**src/rtl/wf_pkg.sv**
```systemverilog
package wf_pkg;
  typedef enum logic [1:0] {
    ST_IDLE = 2'd0,
    ST_RECV = 2'd1,
    ST_DIV  = 2'd2,
    ST_DONE = 2'd3
  } wf_state_e;

  localparam int unsigned LANES       = 2;
  localparam int unsigned WORDS_LANE  = 3;
endpackage

```
**src/rtl/wf_divider.sv**
```systemverilog
// Restoring unsigned divider, one quotient bit per cycle.
module wf_divider #(
  parameter int unsigned DVD_W = 16,
  parameter int unsigned DVS_W = 16
) (
  input  logic             clk_i,
  input  logic             rst_ni,
  input  logic             load_i,
  input  logic [DVD_W-1:0] dividend_i,
  input  logic [DVS_W-1:0] divisor_i,
  output logic             busy_o,
  output logic [DVD_W-1:0] quotient_o
);
  localparam int unsigned STEP_W = $clog2(DVD_W + 1);

  logic [DVS_W-1:0]  rem_q;
  logic [DVD_W-1:0]  quo_q;
  logic [STEP_W-1:0] step_q;
  logic [DVS_W:0]    rem_sh;
  logic [DVS_W:0]    diff;
  logic              fits;
  logic              unused_div;

  always_comb begin
    rem_sh = {rem_q, quo_q[DVD_W-1]};
    diff   = rem_sh - {1'b0, divisor_i};
    fits   = rem_sh >= {1'b0, divisor_i};
  end
  assign unused_div = diff[DVS_W];

  always_ff @(posedge clk_i or negedge rst_ni) begin
    if (!rst_ni) begin
      rem_q  <= '0;
      quo_q  <= '0;
      step_q <= '0;
    end else if (load_i) begin
      rem_q  <= '0;
      quo_q  <= dividend_i;
      step_q <= STEP_W'(DVD_W);
    end else if (step_q != '0) begin
      rem_q  <= fits ? diff[DVS_W-1:0] : rem_sh[DVS_W-1:0];
      quo_q  <= {quo_q[DVD_W-2:0], fits};
      step_q <= step_q - 1'b1;
    end
  end

  assign busy_o     = step_q != '0;
  assign quotient_o = quo_q;
endmodule

```
**src/rtl/wf_lane.sv**
```systemverilog
// One Welford lane: seeded count, running mean, running M2.
module wf_lane #(
  parameter int unsigned ACC_W   = 32,
  parameter int unsigned CNT_W   = 16,
  parameter int unsigned FRAC_W  = 8,
  parameter int unsigned DELTA_W = 17
) (
  input  logic                     clk_i,
  input  logic                     rst_ni,
  input  logic                     seed_i,
  input  logic [CNT_W-1:0]         seed_cnt_i,
  input  logic                     upd_i,
  input  logic signed [ACC_W-1:0]  x_i,
  input  logic signed [DELTA_W-1:0] delta_i,
  input  logic signed [DELTA_W-1:0] step_i,
  output logic [ACC_W-1:0]         cnt_o,
  output logic [ACC_W-1:0]         mean_o,
  output logic [ACC_W-1:0]         m2_o,
  output logic [CNT_W-1:0]         idx_o
);
  localparam int unsigned PROD_W = ACC_W + DELTA_W;

  logic [ACC_W-1:0]         cnt_q;
  logic signed [ACC_W-1:0]  mean_q;
  logic [ACC_W-1:0]         m2_q;
  logic [CNT_W-1:0]         idx_q;
  logic signed [ACC_W-1:0]  mean_new;
  logic signed [ACC_W-1:0]  resid;
  logic signed [PROD_W-1:0] prod;
  logic signed [PROD_W-1:0] inc_full;
  logic                     unused_inc;

  always_comb begin
    mean_new = mean_q + {{(ACC_W-DELTA_W){step_i[DELTA_W-1]}}, step_i};
    resid    = x_i - mean_new;
    prod     = delta_i * resid;
    inc_full = prod >>> FRAC_W;
  end
  assign unused_inc = ^inc_full[PROD_W-1:ACC_W];

  always_ff @(posedge clk_i or negedge rst_ni) begin
    if (!rst_ni) begin
      cnt_q  <= '0;
      mean_q <= '0;
      m2_q   <= '0;
      idx_q  <= '0;
    end else if (seed_i) begin
      cnt_q  <= {{(ACC_W-CNT_W){1'b0}}, seed_cnt_i};
      mean_q <= '0;
      m2_q   <= '0;
      idx_q  <= '0;
    end else if (upd_i) begin
      mean_q <= mean_new;
      m2_q   <= m2_q + inc_full[ACC_W-1:0];
      idx_q  <= idx_q + 1'b1;
    end
  end

  assign cnt_o  = cnt_q;
  assign mean_o = mean_q;
  assign m2_o   = m2_q;
  assign idx_o  = idx_q;
endmodule

```
**src/rtl/wf_ctrl.sv**
```systemverilog
// Run sequencing: idle -> receive <-> divide -> done.
module wf_ctrl
  import wf_pkg::*;
#(
  parameter int unsigned CNT_W = 16
) (
  input  logic             clk_i,
  input  logic             rst_ni,
  input  logic             start_i,
  input  logic [CNT_W-1:0] count_i,
  input  logic             in_valid_i,
  input  logic             div_busy_i,
  output logic             in_ready_o,
  output logic             busy_o,
  output logic             done_o,
  output logic             seed_o,
  output logic             accept_o,
  output logic             upd_o,
  output logic             lane_o
);
  wf_state_e        state_q;
  logic [CNT_W-1:0] total_q;
  logic [CNT_W-1:0] taken_q;

  assign seed_o     = (state_q == ST_IDLE) && start_i;
  assign accept_o   = (state_q == ST_RECV) && in_valid_i;
  assign upd_o      = (state_q == ST_DIV) && !div_busy_i;
  assign in_ready_o = state_q == ST_RECV;
  assign busy_o     = state_q != ST_IDLE;
  assign done_o     = state_q == ST_DONE;
  assign lane_o     = taken_q[0];

  always_ff @(posedge clk_i or negedge rst_ni) begin
    if (!rst_ni) begin
      state_q <= ST_IDLE;
      total_q <= '0;
      taken_q <= '0;
    end else begin
      unique case (state_q)
        ST_IDLE: if (start_i) begin
          total_q <= count_i;
          taken_q <= '0;
          state_q <= (count_i == '0) ? ST_DONE : ST_RECV;
        end
        ST_RECV: if (in_valid_i) begin
          taken_q <= taken_q + 1'b1;
          state_q <= ST_DIV;
        end
        ST_DIV: if (!div_busy_i) begin
          state_q <= (taken_q == total_q) ? ST_DONE : ST_RECV;
        end
        ST_DONE: state_q <= ST_IDLE;
        default: state_q <= ST_IDLE;
      endcase
    end
  end
endmodule

```
**src/rtl/wf_stats_reducer.sv**
```systemverilog
module wf_stats_reducer
  import wf_pkg::*;
#(
  parameter int unsigned DATA_W   = 16,
  parameter int unsigned FRAC_W   = 8,
  parameter int unsigned ACC_W    = 32,
  parameter int unsigned CNT_W    = 16,
  parameter logic [7:0]  OP_PLAIN = 8'h61,
  parameter logic [7:0]  OP_TRANS = 8'h82
) (
  input  logic                          clk_i,
  input  logic                          rst_ni,
  input  logic                          start_i,
  input  logic [CNT_W-1:0]              count_i,
  input  logic                          transpose_i,
  input  logic                          in_valid_i,
  input  logic [DATA_W-1:0]             in_data_i,
  output logic                          in_ready_o,
  output logic                          busy_o,
  output logic                          done_o,
  output logic [7:0]                    opcode_o,
  output logic [LANES*WORDS_LANE*ACC_W-1:0] result_o
);
  localparam int unsigned DELTA_W = DATA_W + 1;

  logic                     seed, accept, upd, lane_now, div_busy;
  logic [DATA_W-1:0]        quo;
  logic signed [ACC_W-1:0]  x_ext, x_q;
  logic signed [ACC_W-1:0]  delta_full;
  logic signed [DELTA_W-1:0] delta_now, delta_q, step;
  logic [DELTA_W-1:0]       mag;
  logic                     lane_q;
  logic [CNT_W-1:0]         divisor_q;
  logic [7:0]               opcode_q;
  logic [CNT_W:0]           cnt_p1;
  logic [CNT_W-1:0]         seed_cnt [LANES];
  logic [ACC_W-1:0]         cnt_w    [LANES];
  logic [ACC_W-1:0]         mean_w   [LANES];
  logic [ACC_W-1:0]         m2_w     [LANES];
  logic [CNT_W-1:0]         idx_w    [LANES];
  logic                     unused_top;

  wf_ctrl #(.CNT_W(CNT_W)) u_ctrl (
    .clk_i      (clk_i),
    .rst_ni     (rst_ni),
    .start_i    (start_i),
    .count_i    (count_i),
    .in_valid_i (in_valid_i),
    .div_busy_i (div_busy),
    .in_ready_o (in_ready_o),
    .busy_o     (busy_o),
    .done_o     (done_o),
    .seed_o     (seed),
    .accept_o   (accept),
    .upd_o      (upd),
    .lane_o     (lane_now)
  );

  // delta against the target lane's current mean
  always_comb begin
    x_ext      = {{(ACC_W-DATA_W){in_data_i[DATA_W-1]}}, in_data_i};
    delta_full = x_ext - $signed(mean_w[lane_now]);
    delta_now  = delta_full[DELTA_W-1:0];
    mag        = delta_now[DELTA_W-1] ? -delta_now : delta_now;
    step       = delta_q[DELTA_W-1] ? -$signed({1'b0, quo}) : $signed({1'b0, quo});
    cnt_p1     = {1'b0, count_i} + 1'b1;
  end
  assign unused_top = ^{delta_full[ACC_W-1:DELTA_W], mag[DELTA_W-1], cnt_p1[0]};

  // lane A rounds the odd element up, lane B down
  assign seed_cnt[0] = cnt_p1[CNT_W:1];
  assign seed_cnt[1] = {1'b0, count_i[CNT_W-1:1]};

  always_ff @(posedge clk_i or negedge rst_ni) begin
    if (!rst_ni) begin
      x_q       <= '0;
      delta_q   <= '0;
      lane_q    <= 1'b0;
      divisor_q <= '0;
      opcode_q  <= OP_PLAIN;
    end else begin
      if (seed) opcode_q <= transpose_i ? OP_TRANS : OP_PLAIN;
      if (accept) begin
        x_q       <= x_ext;
        delta_q   <= delta_now;
        lane_q    <= lane_now;
        divisor_q <= idx_w[lane_now] + 1'b1;
      end
    end
  end

  wf_divider #(.DVD_W(DATA_W), .DVS_W(CNT_W)) u_div (
    .clk_i      (clk_i),
    .rst_ni     (rst_ni),
    .load_i     (accept),
    .dividend_i (mag[DATA_W-1:0]),
    .divisor_i  (divisor_q),
    .busy_o     (div_busy),
    .quotient_o (quo)
  );

  for (genvar g = 0; g < LANES; g++) begin : g_lane
    wf_lane #(
      .ACC_W(ACC_W), .CNT_W(CNT_W), .FRAC_W(FRAC_W), .DELTA_W(DELTA_W)
    ) u_lane (
      .clk_i      (clk_i),
      .rst_ni     (rst_ni),
      .seed_i     (seed),
      .seed_cnt_i (seed_cnt[g]),
      .upd_i      (upd && (lane_q == 1'(g))),
      .x_i        (x_q),
      .delta_i    (delta_q),
      .step_i     (step),
      .cnt_o      (cnt_w[g]),
      .mean_o     (mean_w[g]),
      .m2_o       (m2_w[g]),
      .idx_o      (idx_w[g])
    );
    assign result_o[(WORDS_LANE*g+0)*ACC_W +: ACC_W] = cnt_w[g];
    assign result_o[(WORDS_LANE*g+1)*ACC_W +: ACC_W] = mean_w[g];
    assign result_o[(WORDS_LANE*g+2)*ACC_W +: ACC_W] = m2_w[g];
  end

  assign opcode_o = opcode_q;
endmodule

```
**config.mk**
```make
export PLATFORM = sky130hd
export DESIGN_NAME = wf_stats_reducer
export DESIGN_NICKNAME = d
export VERILOG_FILES = /design/src/rtl/wf_pkg.sv /design/src/rtl/wf_divider.sv /design/src/rtl/wf_lane.sv /design/src/rtl/wf_ctrl.sv /design/src/rtl/wf_stats_reducer.sv
export SDC_FILE = /design/constraint.sdc
export NUM_CORES = 2
export LEC_CHECK = 0
export CORE_UTILIZATION = 35
export DETAILED_ROUTE_END_ITERATION = 10
export GPL_TIMING_DRIVEN = 0
export PLACE_DENSITY = 0.61
export SLEW_MARGIN = 25
export SYNTH_ARGS = -nofsm -noshare
export SYNTH_HDL_FRONTEND = slang
export SYNTH_HIERARCHICAL = 1
export SYNTH_SLANG_ARGS = --single-unit
```
**constraint.sdc**
```tcl
create_clock -name clk_i -period 16.6 [get_ports clk_i]
set_input_delay 2.49 -clock clk_i [delete_from_list [all_inputs] [get_ports clk_i]]
set_output_delay 2.49 -clock clk_i [all_outputs]
set_load 0.01 [all_outputs]
```
==> impl_metrics.json <==
{
  "cts_setup_buffers": 0,
  "drv_cap": 0,
  "worst_hold_slack_ns": 0.494,
  "worst_slew_pin_slew_ns": 1.15,
  "crit_type": "reg -> reg",
  "synth.most_common_cell": "sky130_fd_sc_hd__inv_1",
  "yosys.area_share.simple_pct": 17.6,
  "grt_pass1_wl_um": 289000,
  "synth_edf_count": 0,
  "clk_pin_slew_worst_paths_ns": 0.06,
  "final.min_clock_period_ns": 15.93,
  "largest_net_degree_at_the_start_of_global_routing": 91,
  "grt.overflow.total": 0,
  "rows": 149,
  "synth_cells": 6562,
  "dp_worst_setup_slack_ns": -0.140,
  "synthToLayoutAreaGrowth_pct": 11.2,
  "avgSynthCellArea_um2": 8.84,
  "number_of_global_route_vias_before_repair": 47200,
  "design_area_um2": 64500,
  "met2_length_um": 84400,
  "detailroute.via_count": 46500,
  "wirelength_met1_um": 82600,
  "setup-tns-final_ns": 0,
  "critical_path_arrival_ns": 16.43,
  "root_buffer": "sky130_fd_sc_hd__clkbuf_16",
  "clock_sinks": 315,
  "layout_setup_ws_ns": 0.670,
  "ys_seq_elements": 315,
  "clk_path_buf_depth": 3,
  "totalWireLength_um": 187000,
  "cp_max_fo": 18,
  "antenna_found_initial": 9,
  "hold_path.class": "reg -> reg",
  "worst_setup_path_end_kind": "flop",
  "worst_hold_startpoint": "opcode_o[6]",
  "drt_first_iter_violations": 3582,
  "die_h_um": 409,
  "antenna_violating_nets_post_route": 0,
  "fmaxAchievable_mhz": 62.8,
  "die_width_um": 409,
  "synthesis.yosys.warnings": 6,
  "post_cts_hold_buffer_count": 0,
  "placed_cell_area_um2": 63100,
  "die_area_um2": 167000,
  "synth_area_um2": 58000,
  "finish.net_count": 8182,
  "timing.critical_path.from_type": "flop",
  "clock_latency_ns": 0.60,
  "design.portCount": 240,
  "ff2ff_path_depth": 52,
  "initial_core_util_pct": 35.2,
  "synth_top_cell_by_area": "sky130_fd_sc_hd__fa_1",
  "met3WireLength_um": 13900,
  "drive_gt1_share_pct": 4.92,
  "synth.cells.most_frequent": "sky130_fd_sc_hd__inv_1, sky130_fd_sc_hd__fa_1, sky130_fd_sc_hd__nand2_1, sky130_fd_sc_hd__and2_1, sky130_fd_sc_hd__ha_1",
  "synth_sequential_area_ratio_pct": 13.6,
  "worstHoldEndpoint": "opcode_o[6]",
  "placeableCoreArea_um2": 165000,
  "topRoutingLayerUsed": "met5",
  "detail_route.wl_per_cell_um": 20.7,
  "timing.rr.start": "delta_q[16]",
  "worstPathRequired_ns": 17.10,
  "detail_route.first_pass.iterations": 6,
  "timing.max_slew.rel_slack_pct": 22.7,
  "setup-violations-final": 0,
  "post_synth_xor_area_fraction_pct": 6.10,
  "clock-skew-final_ns": 0.0363,
  "setup.reg_to_reg.worst_slack_ns": 0.67,
  "drc_errors": 0,
  "groute.usage.overall_pct": 22.5,
  "tritoncts": "built",
  "finalHoldViolCount": 0,
  "tritoncts.num_buffers": 36,
  "placement.io_buffers": 204,
  "r2r_end": "g_lane[0].u_lane/m2_o[31]",
  "synth.area.top_cells": "sky130_fd_sc_hd__fa_1, sky130_fd_sc_hd__dfrtp_1, sky130_fd_sc_hd__ha_1",
  "worst_hold_path.num_cells": 2,
  "placer_congestion": 0.949,
  "synth.distinct_cells": 114,
  "synth.area.mux_share_pct": 3.63,
  "synthDominantCellAreaShare_pct": 30.2,
  "critPathSlowestCell": "sky130_fd_sc_hd__dfrtp_4",
  "synth_compound_gate_area_share_pct": 9.62,
  "synth-async-reset-ratio_pct": 100,
  "drv_slew": 0,
  "avgViaCountPerCell": 5.13,
  "layout_worst_path_cycle_share_pct": 96.0,
  "place_hpwl_um": 156000,
  "run_status": "completed",
  "ys_dominant_reg_cell": "sky130_fd_sc_hd__dfrtp_1",
  "delay_of_the_slowest_critical_path_stage_ns": 0.71,
  "clock_tree.htree_level_count": 2,
  "synth_top_family_by_area": "adder cells",
  "post_synth_fa_ha_maj_area_fraction_pct": 39.4,
  "cp_common_cell": "sky130_fd_sc_hd__fa_1"
}
-- kinds of logic after synthesis --
family | count (synthesis)
buffers and inverters | 1474
xor gates and xnor gates | 388
muxes | 198
and+or+nand+nor | 2042
DFF | 315
other | 3
AOI/OAI and AO/OA | 838
adders and majority gates | 1304
-- worst max path at each step --
stage / from / endpoint / cells after the start
final: delta_q[16] / g_lane[0].u_lane/m2_o[31] / 52
after global routing: delta_q[16] / g_lane[0].u_lane/m2_o[31] / 52
after CTS: delta_q[16] / g_lane[0].u_lane/m2_o[31] / 52
after detailed placement: delta_q[16] / g_lane[0].u_lane/m2_o[31] / 52
after global placement: rst_ni / g_lane[1].u_lane/m2_o[24] / 1
after floorplan: delta_q[16] / g_lane[0].u_lane/m2_o[31] / 52
-- repair_timing --
item                       in CTS  in global routing
pin swaps                       0                  0
setup endpoints to repair       1                  2
resized for setup               1                 13
cloned                          0                  0
-- critical path: cells and delay by family, from the launching register on --
kind	cells	cell delay, ns
AOI/OAI and AO/OA	21	5.48
xor gates and xnor gates	5	1.56
adders and majority gates	10	4.61
buffers and inverters	6	1.26
DFF	1	0.71
and+or+nand+nor	10	2.17
-- sequential cells by signal (all words and copies together) (netlist names) --
name and count:
g_lane.u_lane/cnt_o 32, u_div/step_q 5, g_lane.u_lane/mean_o 64, x_q 16, g_lane.u_lane/idx_o 32, opcode_o 2
u_div/quotient_o 16, u_ctrl/taken_q 16, delta_q 17, lane_q 1, u_div/rem_q 16, divisor_q 16
u_ctrl/state_q 2, u_ctrl/total_q 16, g_lane.u_lane/m2_o 64
-- cells in the final DEF (no fill, tap or decap), drive strengths merged, types with 11 or more instances in the layout --
cell           count
ha               430
dfrtp            314
o31ai             17
fa               874
mux2              95
nor4              27
or2               12
and3              42
nand2            702
clkbuf           264
nand4             41
nand2b            70
a31oi             29
or3               23
xnor2            229
nand3             91
nor2             337
buf               78
and2             475
o211ai            28
o21bai            30
a21oi            237
o21ai            182
conb              36
nor2b            104
xor2             150
a21o             117
inv             1188
o21a              50
clkdlybuf4s50    203
a21boi            11
nor3              60
a211oi            36
mux2i            103
-- metal layers --
layer / vias up / GRT usage (%)
li1: 21100 / -
met1: 23500 / 31.6
met2: 1602 / 35.3
met3: 248 / 3.38
met4: 2 / 7.09
met5: - / 0
-- layout make-up --
| cell class | instances | area (µm²) |
|---|---|---|
| inverters | 1188 | 4460 |
| fillers | 16600 | 100000 |
| multi-input cells | 4806 | 44700 |
| plain buffers | 285 | 1320 |
| flip-flops and latches | 315 | 7890 |
| clock inverters | 12 | 115 |
| repair buffers | 209 | 2180 |
| well taps | 2189 | 2740 |
| diodes | 2 | 5.00 |
| clock buffers | 52 | 1110 |
-- per-stage QoR --
| step | utilization, % | cells |
|---|---|---|
| final | 39.1 | 9058 |
| after global routing | 39.1 | 9056 |
| after CTS | 39.1 | 9057 |
| after detailed placement | 38.3 | 8993 |
| after global placement | 38.2 | 8988 |
| after floorplan | - | 6595 |
Power is not shown: default switching activity piles up to over one toggle a cycle in this logic, so the estimate is an artifact.
